## config.mk

```make
export PLATFORM = sky130hd
export DESIGN_NAME = cfg_pkt_proc
export DESIGN_NICKNAME = d
export VERILOG_FILES = /design/src/rtl/cfg_pkt_pkg.sv /design/src/rtl/cfg_hdr_decode.sv /design/src/rtl/cfg_frame_ctr.sv /design/src/rtl/cfg_pkt_proc.sv
export SDC_FILE = /design/constraint.sdc
export NUM_CORES = 1
export LEC_CHECK = 0
export BUFFER_PORTS_ARGS = -buffer_cell sky130_fd_sc_hd__clkbuf_2
export CORE_MARGIN = 4
export CORE_UTILIZATION = 55
export DETAILED_ROUTE_END_ITERATION = 10
export PLACE_DENSITY = 0.78
export SLEW_MARGIN = 20
export SYNTH_ARGS = -nofsm -noshare
export SYNTH_HDL_FRONTEND = slang
export SYNTH_SLANG_ARGS = --single-unit
```

## constraint.sdc

```tcl
create_clock -name clk_i -period 4.1 [get_ports clk_i]
set_input_delay 1.23 -clock clk_i [delete_from_list [all_inputs] [get_ports clk_i]]
set_output_delay 1.23 -clock clk_i [all_outputs]
set_load 0.005 [all_outputs]
```

## src/rtl/cfg_pkt_pkg.sv

```systemverilog
package cfg_pkt_pkg;
  localparam int WORD_W = 32;
  localparam int RA_W   = 5;
  localparam int CNT_W  = 27;
  localparam logic [WORD_W-1:0] SYNC_WORD = 32'hAA995566;
  localparam logic [WORD_W-1:0] CMD_WCFG  = 32'h00000001;

  localparam logic [RA_W-1:0] RA_FAR  = 5'd1;
  localparam logic [RA_W-1:0] RA_FDRI = 5'd2;
  localparam logic [RA_W-1:0] RA_CMD  = 5'd4;
  localparam logic [RA_W-1:0] RA_MASK = 5'd6;
  localparam logic [RA_W-1:0] RA_OPT  = 5'd9;
  localparam logic [RA_W-1:0] RA_FLEN = 5'd11;
  localparam logic [RA_W-1:0] RA_ID   = 5'd14;

  typedef enum logic [1:0] {ST_HUNT, ST_HDR, ST_PAY} state_e;

  typedef struct packed {
    logic             t1;
    logic             t2;
    logic             wr;
    logic [RA_W-1:0]  ra;
    logic [CNT_W-1:0] cnt;
  } hdr_t;
endpackage

```

## src/rtl/cfg_hdr_decode.sv

```systemverilog
module cfg_hdr_decode
  import cfg_pkt_pkg::*;
(
  input  logic [WORD_W-1:0] word_i,
  output hdr_t              hdr_o
);
  always_comb begin
    hdr_o.t1  = (word_i[31:29] == 3'b001);
    hdr_o.t2  = (word_i[31:29] == 3'b010);
    hdr_o.wr  = (word_i[28:27] == 2'b10);
    hdr_o.ra  = word_i[17:13];
    hdr_o.cnt = hdr_o.t2 ? word_i[CNT_W-1:0] : {{(CNT_W-11){1'b0}}, word_i[10:0]};
  end
endmodule

```

## src/rtl/cfg_frame_ctr.sv

```systemverilog
module cfg_frame_ctr #(
  parameter int DW = 32
) (
  input  logic          clk_i,
  input  logic          rst_ni,
  input  logic          load_i,
  input  logic [DW-1:0] addr_i,
  input  logic          step_i,
  input  logic [DW-1:0] flen_i,
  output logic [DW-1:0] far_o,
  output logic          done_o
);
  logic [DW-1:0] idx_q;

  always_ff @(posedge clk_i or negedge rst_ni) begin
    if (!rst_ni) begin
      far_o  <= '0;
      idx_q  <= '0;
      done_o <= 1'b0;
    end else begin
      done_o <= 1'b0;
      if (load_i) begin
        far_o <= addr_i;
        idx_q <= '0;
      end else if (step_i) begin
        if (idx_q == flen_i) begin
          idx_q  <= '0;
          far_o  <= far_o + 1'b1;
          done_o <= 1'b1;
        end else begin
          idx_q <= idx_q + 1'b1;
        end
      end
    end
  end
endmodule

```

## src/rtl/cfg_pkt_proc.sv

```systemverilog
module cfg_pkt_proc
  import cfg_pkt_pkg::*;
#(
  parameter logic [WORD_W-1:0] EXP_ID = 32'h0140D093
) (
  input  logic              clk_i,
  input  logic              rst_ni,
  input  logic [WORD_W-1:0] word_i,
  input  logic              word_valid_i,
  output logic              word_ready_o,
  output logic              synced_o,
  output logic [WORD_W-1:0] cmd_o,
  output logic [WORD_W-1:0] flen_o,
  output logic [WORD_W-1:0] opt_o,
  output logic [WORD_W-1:0] id_o,
  output logic [WORD_W-1:0] mask_o,
  output logic [WORD_W-1:0] far_o,
  output logic              wcfg_en_o,
  output logic [WORD_W-1:0] fdata_o,
  output logic              fdata_valid_o,
  output logic [WORD_W-1:0] fdata_far_o,
  output logic              frame_done_o,
  output logic              err_wcfg_o,
  output logic              err_id_o
);
  state_e           state_q;
  logic [RA_W-1:0]  tgt_q;
  logic [CNT_W-1:0] cnt_q;
  hdr_t             hdr;
  logic             pay_acc, far_load, fd_step;

  cfg_hdr_decode u_dec (.word_i(word_i), .hdr_o(hdr));

  assign word_ready_o = 1'b1;
  assign synced_o     = (state_q != ST_HUNT);
  assign pay_acc      = word_valid_i && (state_q == ST_PAY);
  assign far_load     = pay_acc && (tgt_q == RA_FAR);
  assign fd_step      = pay_acc && (tgt_q == RA_FDRI) && wcfg_en_o;

  cfg_frame_ctr #(.DW(WORD_W)) u_fctr (
    .clk_i  (clk_i),
    .rst_ni (rst_ni),
    .load_i (far_load),
    .addr_i (word_i),
    .step_i (fd_step),
    .flen_i (flen_o),
    .far_o  (far_o),
    .done_o (frame_done_o)
  );

  always_ff @(posedge clk_i or negedge rst_ni) begin
    if (!rst_ni) begin
      state_q       <= ST_HUNT;
      tgt_q         <= '0;
      cnt_q         <= '0;
      cmd_o         <= '0;
      flen_o        <= '0;
      opt_o         <= '0;
      id_o          <= '0;
      mask_o        <= '0;
      wcfg_en_o     <= 1'b0;
      fdata_o       <= '0;
      fdata_valid_o <= 1'b0;
      fdata_far_o   <= '0;
      err_wcfg_o    <= 1'b0;
      err_id_o      <= 1'b0;
    end else begin
      fdata_valid_o <= 1'b0;
      if (word_valid_i) begin
        unique case (state_q)
          ST_HUNT: if (word_i == SYNC_WORD) state_q <= ST_HDR;
          ST_HDR: begin
            if (hdr.t1 && hdr.wr) begin
              tgt_q <= hdr.ra;
              if (hdr.cnt != '0) begin
                cnt_q   <= hdr.cnt;
                state_q <= ST_PAY;
              end
            end else if (hdr.t2 && hdr.wr && hdr.cnt != '0) begin
              cnt_q   <= hdr.cnt;
              state_q <= ST_PAY;
            end
          end
          ST_PAY: begin
            cnt_q <= cnt_q - 1'b1;
            if (cnt_q == CNT_W'(1)) state_q <= ST_HDR;
            case (tgt_q)
              RA_CMD: begin
                cmd_o <= word_i;
                if (word_i == CMD_WCFG) wcfg_en_o <= 1'b1;
              end
              RA_FLEN: flen_o <= word_i;
              RA_OPT:  opt_o  <= word_i;
              RA_MASK: mask_o <= word_i;
              RA_ID: begin
                id_o <= word_i;
                if (word_i != EXP_ID) begin
                  err_id_o <= 1'b1;
                  state_q  <= ST_HUNT;
                end
              end
              RA_FDRI: begin
                if (wcfg_en_o) begin
                  fdata_o       <= word_i;
                  fdata_valid_o <= 1'b1;
                  fdata_far_o   <= far_o;
                end else begin
                  err_wcfg_o <= 1'b1;
                end
              end
              default: ;
            endcase
          end
          default: state_q <= ST_HUNT;
        endcase
      end
    end
  end
endmodule

```

== Yosys cells after proc, flatten, opt, wreduce, memory -nomap -nowiden ==
Cells that the tools add are included.
W data, S select, Z words.

* Register bits after elaboration: 327
* Input port bits: 35
* Logic and storage cells: 93

* Add/sub/neg operators: 3
* Eq/ne operators: 20
* Multiplexer cells: 26
* Bitwise operators: 1
* Reductions and logical operators: 26

{| class="wikitable"
|+ Operators with widths
! operator !! number
|-
| $mux W32 || 6
|-
| $mux W27 || 4
|-
| $add A32 B1 Y32 const B || 2
|-
| $pmux W27 S2 || 1
|-
| $eq A32 B1 Y1 const B || 1
|-
| $eq A32 B32 Y1 || 1
|-
| $eq A32 B32 Y1 const B || 1
|-
| $ne A32 B25 Y1 const B || 1
|-
| $eq A27 B1 Y1 const B || 1
|-
| $reduce_bool A27 Y1 || 1
|-
| $sub A27 B1 Y27 const B || 1
|-
| $reduce_and A4 Y1 || 6
|-
| $reduce_and A3 Y1 || 6
|-
| $eq A5 B4 Y1 const B || 3
|-
| $mux W2 || 7
|-
| $eq A5 B3 Y1 const B || 2
|-
| $reduce_bool A2 Y1 || 4
|-
| $logic_and A1 B1 Y1 || 7
|-
| $mux W1 || 7
|-
| $ne A3 B3 Y1 const B || 2
|-
| $pmux W2 S3 || 1
|-
| $eq A5 B1 Y1 const B || 1
|-
| $eq A5 B2 Y1 const B || 1
|-
| $eq A2 B2 Y1 const B || 2
|-
| 7 further kinds || 7
|}

== Depth between registers and ports, before layout ==
Gate-level depths: netlist of run 1.

* Word-level depth: 7
* Gate-level depth with buffers: 9

== Hierarchy ==
Synthesis of run 1 repeated with hierarchy kept, for this count alone.

* Cell total of the unflattened synthesis: 1,271
* Area total of the unflattened synthesis: 15,429.8 um^2

{| class="wikitable"
|+ By module, submodules not included
! module !! instances !! cells each !! area each (um^2) !! sequential area each (um^2)
|-
| cfg_pkt_proc || 1 || 787 || 11,016.8 || 6,556.3
|-
| cfg_frame_ctr || 1 || 446 || 3,988.8 || 1,626.6
|-
| cfg_hdr_decode || 1 || 38 || 424.2 || 0.0
|}

== Worst setup path after synthesis of run 1 ==
Ideal clock, no wire load.

* Path kind: input -> register
* Start point: input port word_valid_i
* End point: register u_fctr.far_o[6]
* Arrival time: 3.203 ns
* Data required time: 4.031 ns
* Slack: 0.828 ns
* Cell stages on the path: 9
* Path through: buf_2 or4b_4 a211oi_2 nand2_1 inv_1 nand3_2 nor3_4 mux2_2 nand3_1

* Longest elaborated chain between the ends: 5
* Elaborated cells on any way between the ends: 8
* Those cells by class: mux: 1; reduce/logical: 7

{| class="wikitable"
|+ Ends and longest elaborated chain
! element !! RTL line !! source
|-
| start: declaration || cfg_pkt_proc.sv:9 || <nowiki>input logic word_valid_i,</nowiki>
|-
| $logic_and A1 B1 Y1 * || cfg_pkt_proc.sv:36 || <nowiki>assign pay_acc = word_valid_i && (state_q == ST_PAY);</nowiki>
|-
| $logic_and A1 B1 Y1 (2 in a row) || cfg_pkt_proc.sv:38 || <nowiki>assign fd_step = pay_acc && (tgt_q == RA_FDRI) && wcfg_en_o;</nowiki>
|-
| $reduce_bool A2 Y1 (no line) || - ||
|-
| $reduce_and A2 Y1 (no line) || - ||
|-
| end signal: assignment || cfg_frame_ctr.sv:23 || <nowiki>far_o <= addr_i;</nowiki>
|-
| end signal: assignment || cfg_frame_ctr.sv:28 || <nowiki>far_o <= far_o + 1'b1;</nowiki>
|-
| end: declaration || cfg_frame_ctr.sv:10 || <nowiki>output logic [DW-1:0] far_o,</nowiki>
|}

Mark *: on every way between the ends. The rest lies on a longest branch, timed or not.
A chain may end at the register's enable or synchronous reset.

== Final worst setup path of run 1 ==
Ends and elaborated chain as after synthesis.

==> results by stage, run 1 <==
Run status:
- The run finished with clean final reports.

Clock network:
- Buffers added to address setup during post-CTS repair amount to 0.
- The maximum level of the CTS H-tree is 2.
- The clock net sink count is 327.
- TritonCTS built the clock tree.
- In this run, CTS created clock tree buffers numbering 36.
- The clock latency reported for the late side of the worst-skew pair is 0.53 ns.
- Counting along the longest clock path gives a buffer depth of 3.
- The cell chosen for the clock root is sky130_fd_sc_hd__clkbuf_16.
- The count of hold-fix buffers inserted at cts is 0.
- In this run, post-CTS repair resized a total of 0 instances.
- The clock slew at the register clock pins of the worst setup and hold paths is 0.06 ns.

Synthesis:
- Sorting the synthesized cells by area gives the leading types as sky130_fd_sc_hd__dfrtp_1 (54%), sky130_fd_sc_hd__mux2_2 (12%), sky130_fd_sc_hd__nand2_1 (5.7%), sky130_fd_sc_hd__xor2_1 (2.6%), sky130_fd_sc_hd__clkbuf_1 (2.0%).
- By area, the combinational part of the netlist is dominated by simple AND/OR/NAND/NOR gates.
- Of the total synthesized cell area, the portion taken by full adders, half adders and majority gates is 0.003291.
- The synthesized netlist net count is 1487.
- The count of cell types in the netlist is 73.
- The synthesized design contains 327 register bits.
- In this run, synthesis inferred 0 flip-flops with an integrated enable.
- Of the synthesized area, sequential elements account for 0.5381.
- The portion of synthesized area spent on multiplexers is 0.1257.
- By count the netlist is led by sky130_fd_sc_hd__dfrtp_1 (327), sky130_fd_sc_hd__nand2_1 (231), sky130_fd_sc_hd__mux2_2 (168).
- The fraction of the mapped netlist area in compound gates is 0.09889.
- Of all flip-flops after synthesis, the portion carrying an async set or reset was 1.000.
- Yosys instantiated no cell more often than sky130_fd_sc_hd__dfrtp_1.
- The XOR/XNOR share of the synthesized area is 0.03052.
- The average instance area after synthesis is 10.50 um^2.
- After synthesis the cells add up to 15210 um^2.
- The total number of yosys warnings is 0.
- The simple logic cell fraction of the synthesized area is 0.1666.
- The most common flop cell mapped by yosys is sky130_fd_sc_hd__dfrtp_1.
- The number of instances in the synthesized netlist is 1448.
- The largest total area in the synthesized netlist belongs to sky130_fd_sc_hd__dfrtp_1.
- Of the post-synthesis cell area, the dominant cell type holds 0.5381.

Routing:
- After detailed routing, the number of remaining DRC violations is 0.
- The number of nets with antenna violations after routing is 0.
- The final route contains 12.80k vias.
- The final routed wirelength across all metal layers is 47960 um.
- In the routed layout, each cell is associated on average with a via count of 6.099.
- The iteration-0 DRC count of the detailed router is 1341.
- The first-pass iteration count of the detailed router is 6.
- In the final routed layout, each cell accounts on average for 22.85 um.

Layout:
- The number of diodes added for antenna fixing is 0.
- The share of layout cells above drive strength 1 is 0.3382.
- The count of placed standard cells in the final layout, fillers left out is 2099.
- The number of nets in the final layout is 1741.
- Relative to the synthesized area, the layout overhead comes to 20.44%.
- After filler insertion, the fill cell instance count of the layout stands at 2107.

Critical path:
- The number of cells on the worst reg-to-reg path is 7.
- The worst path required time is 4.55 ns.
- The worst setup path is captured at a flip-flop.
- The startpoint identified for the worst register-to-register timing path is u_fctr.far_o[0]$_DFFE_PN0P_.
- STA puts the critical path data arrival time at 3.64 ns.
- The largest driver fanout on the critical path is 14.
- The type of element launching the critical path is a primary input.
- The register-to-register setup slack is 1.01 ns.
- The endpoint of the most critical register-to-register path is u_fctr.far_o[28]$_DFFE_PN0P_.
- By startpoint and endpoint, the worst setup path is classified as primary input to flip-flop.

Floorplanning:
- Pin placement for this block handled 298 I/O pins.
- The placeable core region is 27100 um^2.
- The initial core utilization is 0.5612.
- The number of placement rows is 60.
- The floorplan step set the die height to 174.3 um.
- The die span in x is 174.3 um.
- The floorplan step defined a die boundary enclosing 30380 um^2.

Worst hold path:
- Along the worst hold path, the cell count comes to 2.
- The launch instance of the worst min-delay path is fdata_far_o[12]$_DFFE_PN0P_.
- The min-delay analysis places its worst path in the category flip-flop to flip-flop.
- The destination of the worst hold path is fdata_far_o[12]$_DFFE_PN0P_.

Pwr:
- The proportion of total power due to net switching is 0.2521.
- Across the VDD grid, the largest voltage drop is 0.0003224 V.
- Of the total power, combinational logic draws 0.095.
- The share of total power dissipated in the clock network is 0.453.
- The areal power density over the cells is 408.6 nW/um^2.
- The overall power after layout is 7.485 mW.
- The net switching power is 1.887 mW.
- The design internal power is 5.598 mW.
- The share of total power dissipated in sequential elements is 0.452.
- The leakage power figure is 9.594 nW.

GRT:
- The number of global-route vias before repair was 12.53k.
- The first global-routing pass estimated 74870 um of wire.
- Entering global routing, the biggest net connects 90 pins.
- The initial antenna violation count came to 0.
- The final global-route overflow total is 0.
- Across every metal layer, demand over resource in global routing totals 0.3127.

Placement:
- The placed cell count is 2036.
- The count of buffers inserted at the top-level ports is 296.
- The final weighted congestion in routability-driven placement is 0.9210.
- Prior to clock tree synthesis, the placed netlist has a worst setup slack of 0.4287 ns.
- Detailed placement finished with a half-perimeter wire length of 31900 um.

Timing:
- Setup repair after global routing left no endpoint under its margin.
- The max-slew violation count is 0.
- The sum of negative setup slack is 0 ns.
- Dividing the final minimum period by the clock period gives 0.7790.
- The tightest slew margin relative to the limit is 0.3344.
- The achievable frequency is 0.3131 GHz.
- Setup slack on the critical path of the routed design comes to 0.9061 ns.
- Hold timing on the final database bottoms out at a slack of 0.4722 ns.
- The largest clock skew in the final design is 0.02099 ns.
- At the pin with the least slew margin, the transition time is 0.9973 ns.
- The smallest clock period supported by the final layout is computed as 3.194 ns.
- The total setup violations reported at the end of the flow is 0.
- The final count of hold timing violations was 0.

Flow run:
- Max-cap violations in this run came to 0.
## worst max-delay path by stage
stage,start,to,depth (start not counted)
floorplan,word_valid_i,u_fctr.far_o[6]$_DFFE_PN0P_,9
global placement,word_valid_i,u_fctr.far_o[6]$_DFFE_PN0P_,9
detailed placement,word_valid_i,u_fctr.far_o[6]$_DFFE_PN0P_,9
CTS,word_valid_i,u_fctr.far_o[6]$_DFFE_PN0P_,9
global route,word_valid_i,u_fctr.far_o[6]$_DFFE_PN0P_,9
finish,word_valid_i,u_fctr.far_o[6]$_DFFE_PN0P_,9
## sequential cells by signal, summed over array words and instances (netlist names), 2 cells and up
| name | cells |
|---|---|
| cnt_q | 27 |
| flen_o | 32 |
| id_o | 32 |
| u_fctr.idx_q | 32 |
| mask_o | 32 |
| tgt_q | 5 |
| state_q | 2 |
| opt_o | 32 |
| cmd_o | 32 |
| fdata_far_o | 32 |
| fdata_o | 32 |
| u_fctr.far_o | 32 |
## worst max-delay path, stage by stage
cell and delay [ns]:
sky130_fd_sc_hd__clkbuf_2 0.18, sky130_fd_sc_hd__or4b_4 0.53, sky130_fd_sc_hd__a211oi_2 0.26, sky130_fd_sc_hd__nand2_4 0.09, sky130_fd_sc_hd__inv_2 0.24, sky130_fd_sc_hd__nand3_2 0.21, sky130_fd_sc_hd__nor3_4 0.42, sky130_fd_sc_hd__mux2_2 0.39
sky130_fd_sc_hd__nand3_1 0.07
## cell usage in the layout, fill, tap and decap left out, types with 5 or more instances in the layout
master	count
sky130_fd_sc_hd__a32oi_1	8
sky130_fd_sc_hd__a21oi_1	34
sky130_fd_sc_hd__o211ai_1	10
sky130_fd_sc_hd__nor3_1	24
sky130_fd_sc_hd__xnor2_1	8
sky130_fd_sc_hd__buf_4	32
sky130_fd_sc_hd__nand4_1	34
sky130_fd_sc_hd__and2_1	6
sky130_fd_sc_hd__xor2_1	45
sky130_fd_sc_hd__a22o_1	5
sky130_fd_sc_hd__clkinv_2	5
sky130_fd_sc_hd__o31ai_1	9
sky130_fd_sc_hd__o22a_1	5
sky130_fd_sc_hd__buf_12	5
sky130_fd_sc_hd__o21ai_0	54
sky130_fd_sc_hd__clkbuf_16	37
sky130_fd_sc_hd__or3_1	15
sky130_fd_sc_hd__clkbuf_8	10
sky130_fd_sc_hd__a211oi_1	6
sky130_fd_sc_hd__nor2b_1	6
sky130_fd_sc_hd__and3_1	16
sky130_fd_sc_hd__nand3_1	49
sky130_fd_sc_hd__inv_1	25
sky130_fd_sc_hd__a22oi_1	15
sky130_fd_sc_hd__mux2_2	168
sky130_fd_sc_hd__nor4_1	24
sky130_fd_sc_hd__clkbuf_2	295
sky130_fd_sc_hd__or4_1	13
sky130_fd_sc_hd__nor2_1	77
sky130_fd_sc_hd__a31oi_1	20
sky130_fd_sc_hd__a31o_2	7
sky130_fd_sc_hd__nand2_1	230
sky130_fd_sc_hd__dfrtp_1	327
## kinds of logic after synthesis
family,count (synthesis)
AO/OA/AOI/OAI,221
XOR/XNOR,53
adder cells (fa/ha/maj),4
buffers and inverters,143
flip-flops,327
multiplexers,170
other,1
AND/OR/NAND/NOR,529
## through the flow
| step | util | area [um^2] |
|---|---|---|
| floorplan | - | 15210 |
| global placement | 0.6298 | 17070 |
| detailed placement | 0.6298 | 17070 |
| CTS | 0.6759 | 18320 |
| global route | 0.6759 | 18320 |
| finish | 0.6759 | 18320 |
## power by group through the flow
stage / Combinational (mW) / Clock [mW] / Sequential (mW)
6_report: 0.713 / 3.39 / 3.38
5_1_grt: 0.785 / 3.58 / 3.39
4_1_cts: 0.703 / 3.44 / 3.38
3_5_place_dp: 0.699 / 0 / 3.44
3_3_place_gp: 0.679 / 0 / 3.43
2_1_floorplan: 0.415 / 0 / 3.42
## metal layers
| layer | global-route usage | vias to the layer above | routed length [um] |
|---|---|---|---|
| met5 | 0 | - | 0 |
| met4 | 0.1095 | 0 | 1951 |
| met3 | 0.07634 | 122 | 5108 |
| met2 | 0.4894 | 687 | 21900 |
| met1 | 0.4301 | 6340 | 19000 |
| li1 | - | 5652 | - |
## final cells by class
| cell class | instances | area, um^2 | area share |
|---|---|---|---|
| multi-input cells | 978 | 6490 | 0.3543 |
| inverters | 26 | 97.59 | 0.005328 |
| well taps | 372 | 465.4 | 0.02541 |
| flip-flops and latches | 327 | 8183 | 0.4467 |
| clock inverters | 12 | 171.4 | 0.009358 |
| repair buffers | 333 | 1832 | 0.1000 |
| clock buffers | 51 | 1079 | 0.05888 |
(Power assumes the default switching activity.)
==> run 2: changes to the inputs <==
- ABC_AREA: unset -> 1
- CORE_UTILIZATION: 55 -> 51
- PLACE_DENSITY: 0.78 -> 0.75
- clock period: 4.1 -> 2.66 ns (I/O delays scaled with it)
==> results by stage, run 2 <==
Placement:
- In this run the tool buffered the top-level ports with 296 buffer cells.
- Detailed placement finished with a half-perimeter wire length of 40910 um.
- Counting tap cells, the placed design contains a total of 2712 instances.
- At the end of routability-driven placement, the weighted congestion stood at 1.012.
- The pre-CTS setup slack is -0.1419 ns.

Layout:
- The top cell types in the final layout, fill and taps aside, are sky130_fd_sc_hd__nand2_1 (633), sky130_fd_sc_hd__dfrtp_1 (327), sky130_fd_sc_hd__clkbuf_2 (295).
- The number of nets in the final layout is 2394.
- The count of placed standard cells in the final layout, fillers left out is 2783.
- The area growth from synthesis to layout is 21.39%.
- Of the cells placed in the final design, the portion with a size suffix greater than 1 is 0.1988.
- Once layout is complete, the utilization of the core stands at 0.6331.
- The most common cell after layout, fill and taps aside is sky130_fd_sc_hd__nand2_1.
- The layout filler cell count is 2769.

Synthesis:
- Ranked by instance count, the synthesized netlist is headed by sky130_fd_sc_hd__nand2_1 (635), sky130_fd_sc_hd__dfrtp_1 (327), sky130_fd_sc_hd__o21ai_0 (255).
- The total of flip-flops plus latches after synthesis is 327.
- After technology mapping, the gate count stands at 2047.
- The average instance area after synthesis is 7.875 um^2.
- The count of cell types in the netlist is 46.
- Counting flops with a built-in enable in the synthesized netlist gives 0.
- Counting flops with an async set or reset pin after synthesis yields a share of 1.000.
- The most common flop cell mapped by yosys is sky130_fd_sc_hd__dfrtp_1.
- In the post-synthesis netlist, the cell with the most instances is sky130_fd_sc_hd__nand2_1.
- For this run, the number of Yosys warnings is 0.
- When the netlist entered floorplanning its net count stood at 2086.
- The mapped netlist covers 16120 um^2.
- The cell type contributing the most total cell area after synthesis is sky130_fd_sc_hd__dfrtp_1.
- The share of the Yosys chip area taken by registers is 0.5076.
- The area share of the leading cell type in the synthesized netlist is 0.5076.
- Ranked by total cell area, the synthesized netlist is headed by sky130_fd_sc_hd__dfrtp_1 (51%), sky130_fd_sc_hd__nand2_1 (15%), sky130_fd_sc_hd__o21ai_0 (7.9%), sky130_fd_sc_hd__nor2_1 (4.2%), sky130_fd_sc_hd__xor2_1 (3.5%).

Timing:
- The routed design could run at a clock period as short as 2.358 ns.
- Setup violations remaining at the end of the flow were counted as 0.
- The final count of hold timing violations came to 0.
- Setup slack closes at 0.3023 ns.
- In this run the tightest slew margin relative to its limit is 0.5864.
- The part of the cycle the worst path needs is 0.8863.
- Based on the critical path, the design can be clocked at up to 0.4242 GHz.
- The largest clock skew in the final design is 0.02095 ns.
- The max-slew violation count is 0.
- The transition time at the pin with the least slew margin is 0.6157 ns.
- Setup repair after global routing left no endpoint under its margin.
- The sum of negative setup slack is 0 ns.

Critical path:
- The total buffers and inverters traversed by the critical path is 3.
- The arrival time at the worst endpoint is 2.78 ns.
- STA classifies the critical path startpoint as a flip-flop.
- Grouping stages by cell kind, the critical path spends the most delay in simple AND/OR/NAND/NOR gates.
- In this design, the stage delay of the slowest critical-path cell is 0.49 ns.
- The signal on the critical path passes through inv_1 -> nand2_1 -> inv_2 -> buf_4 -> nor2_1 -> nor2_8 -> nand3_4 -> nand2_1 -> nand2_1.
- The largest driver fanout on the critical path is 28.
- The critical path capture point type is a flip-flop.
- The worst path required time is 3.08 ns.
- The slowest cell on the critical path is sky130_fd_sc_hd__nand3_4.
- The setup path with the least slack is of type flip-flop to flip-flop.
- The most repeated library cell on the critical path is sky130_fd_sc_hd__nand2_1.

Floorplanning:
- The die is 185.8 um wide.
- The floorplan step defined a core boundary enclosing 30910 um^2.
- The initial core utilization is 0.5215.
- 298 I/O pins were placed.
- The overall die area is 34510 um^2.
- The number of placement rows is 64.
- Measured along the y axis, the die boundary spans 185.8 um.

GRT:
- Entering global routing, the biggest net connects 128 pins.
- The initial antenna violation count is 5.
- The final global-route overflow total is 0.
- The wire length of the first global-routing pass is 86600 um.
- The global routing met2 resource utilization is 0.5056.
- The met3 usage in global routing is 0.06781.
- The global router's overall resource usage is 0.3234.
- For met1 alone, demand over resource in global routing was 0.4387.
- The layer carrying the most global-route usage is met2.
- The number of global-route vias before repair is 15.03k.

Clock network:
- The clock slew at the register clock pins of the worst setup and hold paths is 0.06 ns.
- The count of hold-fix buffers inserted at cts is 0.
- TritonCTS built the clock tree.
- The maximum level of the CTS H-tree is 2.
- The cell chosen for the clock root is sky130_fd_sc_hd__clkbuf_16.
- The number of setup buffers added after CTS is 0.
- The tree built by TritonCTS fans out to 327 sinks.
- No sink is reached through more buffers than the 3 on the longest clock path.
- The number of gates resized after cts is 0.
- Clock latency on the worst-skew pair, taken at its later pin, is 0.55 ns.
- Buffers inserted during clock tree synthesis total 37.

Pwr:
- Of the total power, combinational logic draws 0.248.
- The design internal power is 9.931 mW.
- The share of total power dissipated in sequential elements is 0.414.
- Dividing total power by cell area gives a power density of 786.0 nW/um^2.
- The analysis attributes to net switching a power of 5.448 mW.
- Summed over all cells, the static leakage comes to 9.979 nW.
- The proportion of total power due to net switching is 0.3543.
- The share of total power in the clock network is 0.338.
- The highest ir drop seen on vdd is 0.0005209 V.

Run status:
- The run finished with clean final reports.

Routing:
- The iteration-0 DRC count of the detailed router is 1723.
- Detailed routing inserted a total of 15.66k vias.
- In the routed design, unresolved DRC markers number 0.
- Using the TritonRoute via totals, the vias-per-cell ratio works out to 5.627.
- Before antenna repair, the detailed router went through 7 iterations.
- The final routed wirelength across all metal layers is 56190 um.
- In the final routed layout, each cell accounts on average for 20.19 um.
- The count of nets left with antenna violations once routing finished came out at 0.

Worst hold path:
- The min-delay analysis places its worst path in the category primary input to async pin.

Flow run:
- The number of max-cap violations is 0.
==> run 2: cell count changes in the layout (fill, tap and decap cells not counted), moves of 23 or more <==
cell and delta:
sky130_fd_sc_hd__buf_4 +23, sky130_fd_sc_hd__o21ai_0 +201, sky130_fd_sc_hd__nand2_1 +403, sky130_fd_sc_hd__a21oi_1 -29, sky130_fd_sc_hd__nor2_1 +103, sky130_fd_sc_hd__nand2_2 +28, sky130_fd_sc_hd__o21ai_1 +29, sky130_fd_sc_hd__nand3_1 +61
sky130_fd_sc_hd__inv_1 +114, sky130_fd_sc_hd__nand4_1 +31, sky130_fd_sc_hd__mux2_2 -168
==> run 2: worst reg2reg max path, stage by stage, from the launching register on <==
cell and delay, ns:
sky130_fd_sc_hd__dfrtp_1 0.42, sky130_fd_sc_hd__inv_1 0.10, sky130_fd_sc_hd__nand2_1 0.08, sky130_fd_sc_hd__inv_2 0.07, sky130_fd_sc_hd__buf_4 0.25, sky130_fd_sc_hd__nor2_1 0.15
sky130_fd_sc_hd__nor2_8 0.41, sky130_fd_sc_hd__nand3_4 0.50, sky130_fd_sc_hd__nand2_1 0.20, sky130_fd_sc_hd__nand2_1 0.07
==> run 2: path summary, 6_finish.rpt <==
| check | from | to | slack, ns | cells after the start |
|---|---|---|---|---|
| setup / recovery | state_q[0]$_DFFE_PN0P_ | cnt_q[2]$_DFFE_PN0P_ | 0.30 | 9 |
| hold / removal | rst_ni | flen_o[18]$_DFFE_PN0P_ | 0.18 | 1 |
| setup reg to reg | state_q[0]$_DFFE_PN0P_ | cnt_q[2]$_DFFE_PN0P_ | 0.30 | 9 |
| hold reg to reg | fdata_far_o[13]$_DFFE_PN0P_ | fdata_far_o[13]$_DFFE_PN0P_ | 0.48 | 2 |
| max in group asynchronous | rst_ni | id_o[28]$_DFFE_PN0P_ | 1.71 | 2 |
| min in group clk_i | fdata_far_o[13]$_DFFE_PN0P_ | fdata_far_o[13]$_DFFE_PN0P_ | 0.48 | 2 |
==> run 2: cells by family (layout without fill, tap and decap cells) <==
logic type | after synthesis | after routing | synth area share
other | 1 | 4 | 0.0002326
xor gates and xnor gates | 69 | 69 | 0.03749
DFF | 327 | 327 | 0.5076
buffers and inverters | 240 | 577 | 0.06093
and+or+nand+nor | 1089 | 1089 | 0.2881
adders and majority gates | 4 | 4 | 0.003105
AOI/OAI and AO/OA | 317 | 317 | 0.1025
==> run 2: through the flow <==
step | hold slack (ns) | instance area [um^2] | power [mW]
2_1_floorplan | 0.4572 | 16120 | 8.624
3_3_place_gp | 0.4648 | 18300 | 10.06
3_5_place_dp | 0.4716 | 18300 | 10.18
4_1_cts | 0.1880 | 19560 | 15.37
5_1_grt | 0.2034 | 19570 | 16.21
6_report | 0.1775 | 19570 | 15.38
==> run 2: layout make-up <==
type / instances / area (um^2) / share of cell area
inverter: 149 / 561.8 / 0.02871
multi-input combinational: 1480 / 6978 / 0.3566
antenna: 3 / 7.507 / 0.0003837
clock buffer: 48 / 1017 / 0.05199
timing repair buffer: 360 / 2085 / 0.1065
sequential: 327 / 8183 / 0.4182
clock inverter: 20 / 240.2 / 0.01228
tap: 396 / 495.5 / 0.02532
==> run 2: layer usage <==
layer	wire, um	vias to the layer above	share of wire
li1	-	7261	-
met1	22490	7458	0.40
met2	25910	782	0.46
met3	4987	159	0.089
met4	2805	0	0.050
met5	0	-	0
==> run 2: power by group through the flow <==
stage | Sequential (mW) | Combinational (mW) | Clock [mW]
2_1_floorplan | 6.30 | 2.33 | 0
3_3_place_gp | 6.39 | 3.67 | 0
3_5_place_dp | 6.41 | 3.77 | 0
4_1_cts | 6.34 | 3.78 | 5.25
5_1_grt | 6.44 | 4.29 | 5.48
6_report | 6.36 | 3.82 | 5.20
==> run 3: changes to the inputs <==
- ABC_AREA: 1 -> 0
- ABC_CLOCK_PERIOD_IN_PS: unset -> 2660
- CORE_UTILIZATION: 51 -> 50
- PLACE_DENSITY: 0.75 -> 0.74
==> results by stage, run 3 (synthesized netlist as in run 1, its figures left out) <==
Critical path:
- The critical path capture point type is a flip-flop.
- In this design, the largest share of critical-path delay is due to simple AND/OR/NAND/NOR gates.
- The largest driver fanout on the critical path is 5.
- The number of buffers and inverters on the critical path is 1.
- The launch point of the critical path is u_fctr.far_o[0]$_DFFE_PN0P_.
- Traced cell by cell, the critical path runs through ha_2 -> nand4_1 -> or4_4 -> buf_4 -> or4_4 -> a2111oi_4 -> a21oi_1 -> o21ai_0.
- In this design, the stage delay of the slowest critical-path cell is 0.56 ns.
- The register-to-register setup slack is 0.05 ns.
- For this design, the slowest cell found on the critical path is sky130_fd_sc_hd__or4_4.
- Counting buffers and inverters, the worst setup path is 8 cells deep.
- The worst register-to-register path ends at u_fctr.far_o[24]$_DFFE_PN0P_.
- The arrival time at the worst endpoint is 3.05 ns.
- The end point of the critical path is u_fctr.far_o[24]$_DFFE_PN0P_.
- The critical path is of the flip-flop to flip-flop type.
- The type of element launching the critical path is a flip-flop.
- The worst register-to-register path has a depth of 8.
- For the worst setup path, the data required time is 3.10 ns.
- The most repeated library cell on the critical path is sky130_fd_sc_hd__or4_4.
- The launch point of the worst reg-to-reg path is u_fctr.far_o[0]$_DFFE_PN0P_.

Layout:
- Leaving out fill and tap cells, the most frequent cell in the layout is sky130_fd_sc_hd__dfrtp_1.
- The area overhead of the layout relative to synthesis is 27.21%.
- In the final design database the tool counted 1854 nets.
- Leaving out fill and tap cells, the most frequent cells in the layout are sky130_fd_sc_hd__dfrtp_1 (327), sky130_fd_sc_hd__clkbuf_2 (295), sky130_fd_sc_hd__nand2_1 (229).
- Of the cells placed in the final design, the portion with a size suffix greater than 1 is 0.3839.
- The count of placed standard cells in the final layout, fillers left out is 2230.
- The final design area excluding fillers is 19350 um^2.

Clock network:
- The maximum level of the CTS H-tree is 2.
- The TritonCTS clock tree is built.
- After clock tree synthesis, the clock-pin slew on the worst setup and hold paths is 0.06 ns.
- After clock tree synthesis, the flow added hold-fix buffers numbering 0.
- The cell chosen for the clock root is sky130_fd_sc_hd__clkbuf_16.
- The worst-case clock buffer depth is 3.
- In this run, CTS created clock tree buffers numbering 36.
- For this design, the sink count on the clock tree is 327.
- The clock latency reported for the late side of the worst-skew pair is 0.52 ns.

Floorplanning:
- The total area inside the core boundary comes to 29800 um^2.
- The initial core utilization is 0.5104.
- The floorplan step set the die height to 182.4 um.
- The overall die area is 33270 um^2.
- The die span in x is 182.4 um.
- The top-level I/O count is 298.
- The number of placement rows is 63.

Routing:
- After detailed routing, no signal wire sits above met4.
- The final routed wirelength across all metal layers is 51550 um.
- The first-pass iteration count of the detailed router is 7.
- After detailed routing, the wire length on met1 is 20960 um.
- For this block, the via count after detailed routing is 13.29k.
- The met3 wirelength from detailed routing is 5308 um.
- Dividing the detail-routed wire length by the instance count gives 23.11 um.
- The met2 routed wirelength is 23120 um.
- The number of nets with antenna violations after routing is 0.
- The average via count per standard cell is 5.960.
- The iteration-0 DRC count of the detailed router is 1397.
- After detailed routing, the number of remaining DRC violations is 0.

Worst hold path:
- The min-delay analysis places its worst path in the category primary input to async pin.

Placement:
- The pre-CTS setup slack is -0.1754 ns.
- Input and output buffers added on the ports amount to 296.
- The placed cell count is 2166.
- The congestion estimate from routability-driven global placement came to 0.9576.
- Summing all placed instances gives a cell area of 18010 um^2.
- The placed wire-length estimate is 36390 um.

Timing:
- The achievable frequency is 0.3825 GHz.
- The transition time at the pin with the least slew margin is 0.9732 ns.
- The final count of hold timing violations is 0.
- The largest clock skew in the final design is 0.01265 ns.
- The max-slew violation count is 0.
- The sum of negative setup slack is 0 ns.
- In the post-route analysis, the smallest setup slack over all paths is 0.04582 ns.
- The part of the cycle the worst path needs is 0.9828.
- Setup violations remaining at the end of the flow were counted as 0.
- Headroom to the max-slew limit came out at 0.3512.
- The worst path in the final design needs a cycle of 2.614 ns, including I/O delays and setup.

GRT:
- The first global-routing pass estimated 78640 um of wire.
- The initial antenna violation count is 2.
- The largest net degree at the start of global routing is 62.
- The final global-route overflow total is 0.
- The global router's overall resource usage is 0.3033.
- The number of global-route vias before repair came to 13.28k.

Run status:
- The flow ran to the end, and the final reports show no timing, DRC or antenna violations.

Pwr:
- For this design the static power due to leakage is 10.15 nW.
- For this design the ratio of total power to cell area is 608.2 nW/um^2.
- VDD sags by at most 0.0006009 V.
- Summing internal, switching and leakage power gives 11.77 mW.

Flow run:
- Max-cap violations in this run came to 0.
-- run 3: changes by cell type in the layout (fill, tap and decap cells not counted), sizes merged, moves of 20 or more --
cell	change
inv	-121
a21oi	+30
o21ai	-231
buf	+86
nand2	-431
xor2	-20
nor2	-109
nand3	-64
mux2	+168
nand4	-31
-- run 3: worst min-delay path by stage --
stage,endpoint,depth (start not counted)
3_5_place_dp,fdata_o[8]$_DFFE_PN0P_,2
2_1_floorplan,err_wcfg_o$_DFFE_PN0P_,2
6_report,mask_o[18]$_DFFE_PN0P_,1
3_3_place_gp,fdata_far_o[31]$_DFFE_PN0P_,2
5_1_grt,id_o[18]$_DFFE_PN0P_,1
4_1_cts,cnt_q[0]$_DFFE_PN0P_,1
-- run 3: cell type report --
type                    instances  area, um^2
flip-flops and latches        327        8183
multi-input cells             978        6569
well taps                     390       488.0
clock inverters                10       183.9
clock buffers                  52        1092
repair buffers                446        2730
diodes                          1       2.502
fillers                      2430       10450
inverters                      26       97.59
-- run 3: routing by layer --
layer | global-route usage | vias up
met4 | 0.1207 | 0
met1 | 0.4199 | 6534
li1 | - | 5877
met5 | 0 | -
met2 | 0.4615 | 739
met3 | 0.07694 | 141
-- run 3: through the flow --
step	utilization	hold slack, ns
finish	0.6493	0.2345
global route	0.6492	0.2631
CTS	0.6476	0.2444
detailed placement	0.6045	0.4616
global placement	0.6045	0.4568
floorplan	-	0.4543
-- run 3: report_power, final --
group | internal [mW] | switching, mW
clock network | 3.33 | 2.00
registers | 5.08 | 0.126
logic | 0.416 | 0.816
-- run 3: worst register-to-register path: stages (launching register included) --
cell	delay [ns]
sky130_fd_sc_hd__dfrtp_1	0.37
sky130_fd_sc_hd__ha_2	0.21
sky130_fd_sc_hd__nand4_1	0.16
sky130_fd_sc_hd__or4_4	0.56
sky130_fd_sc_hd__buf_4	0.18
sky130_fd_sc_hd__or4_4	0.53
sky130_fd_sc_hd__a2111oi_4	0.37
sky130_fd_sc_hd__a21oi_1	0.08
sky130_fd_sc_hd__o21ai_0	0.08
-- run 3: timing repair --
| item | CTS | global route |
|---|---|---|
| pin swaps | 0 | 2 |
| gates resized for setup | 3 | 7 |
| buffers inserted | 0 | 1 |
| setup endpoints to repair | 2 | 25 |
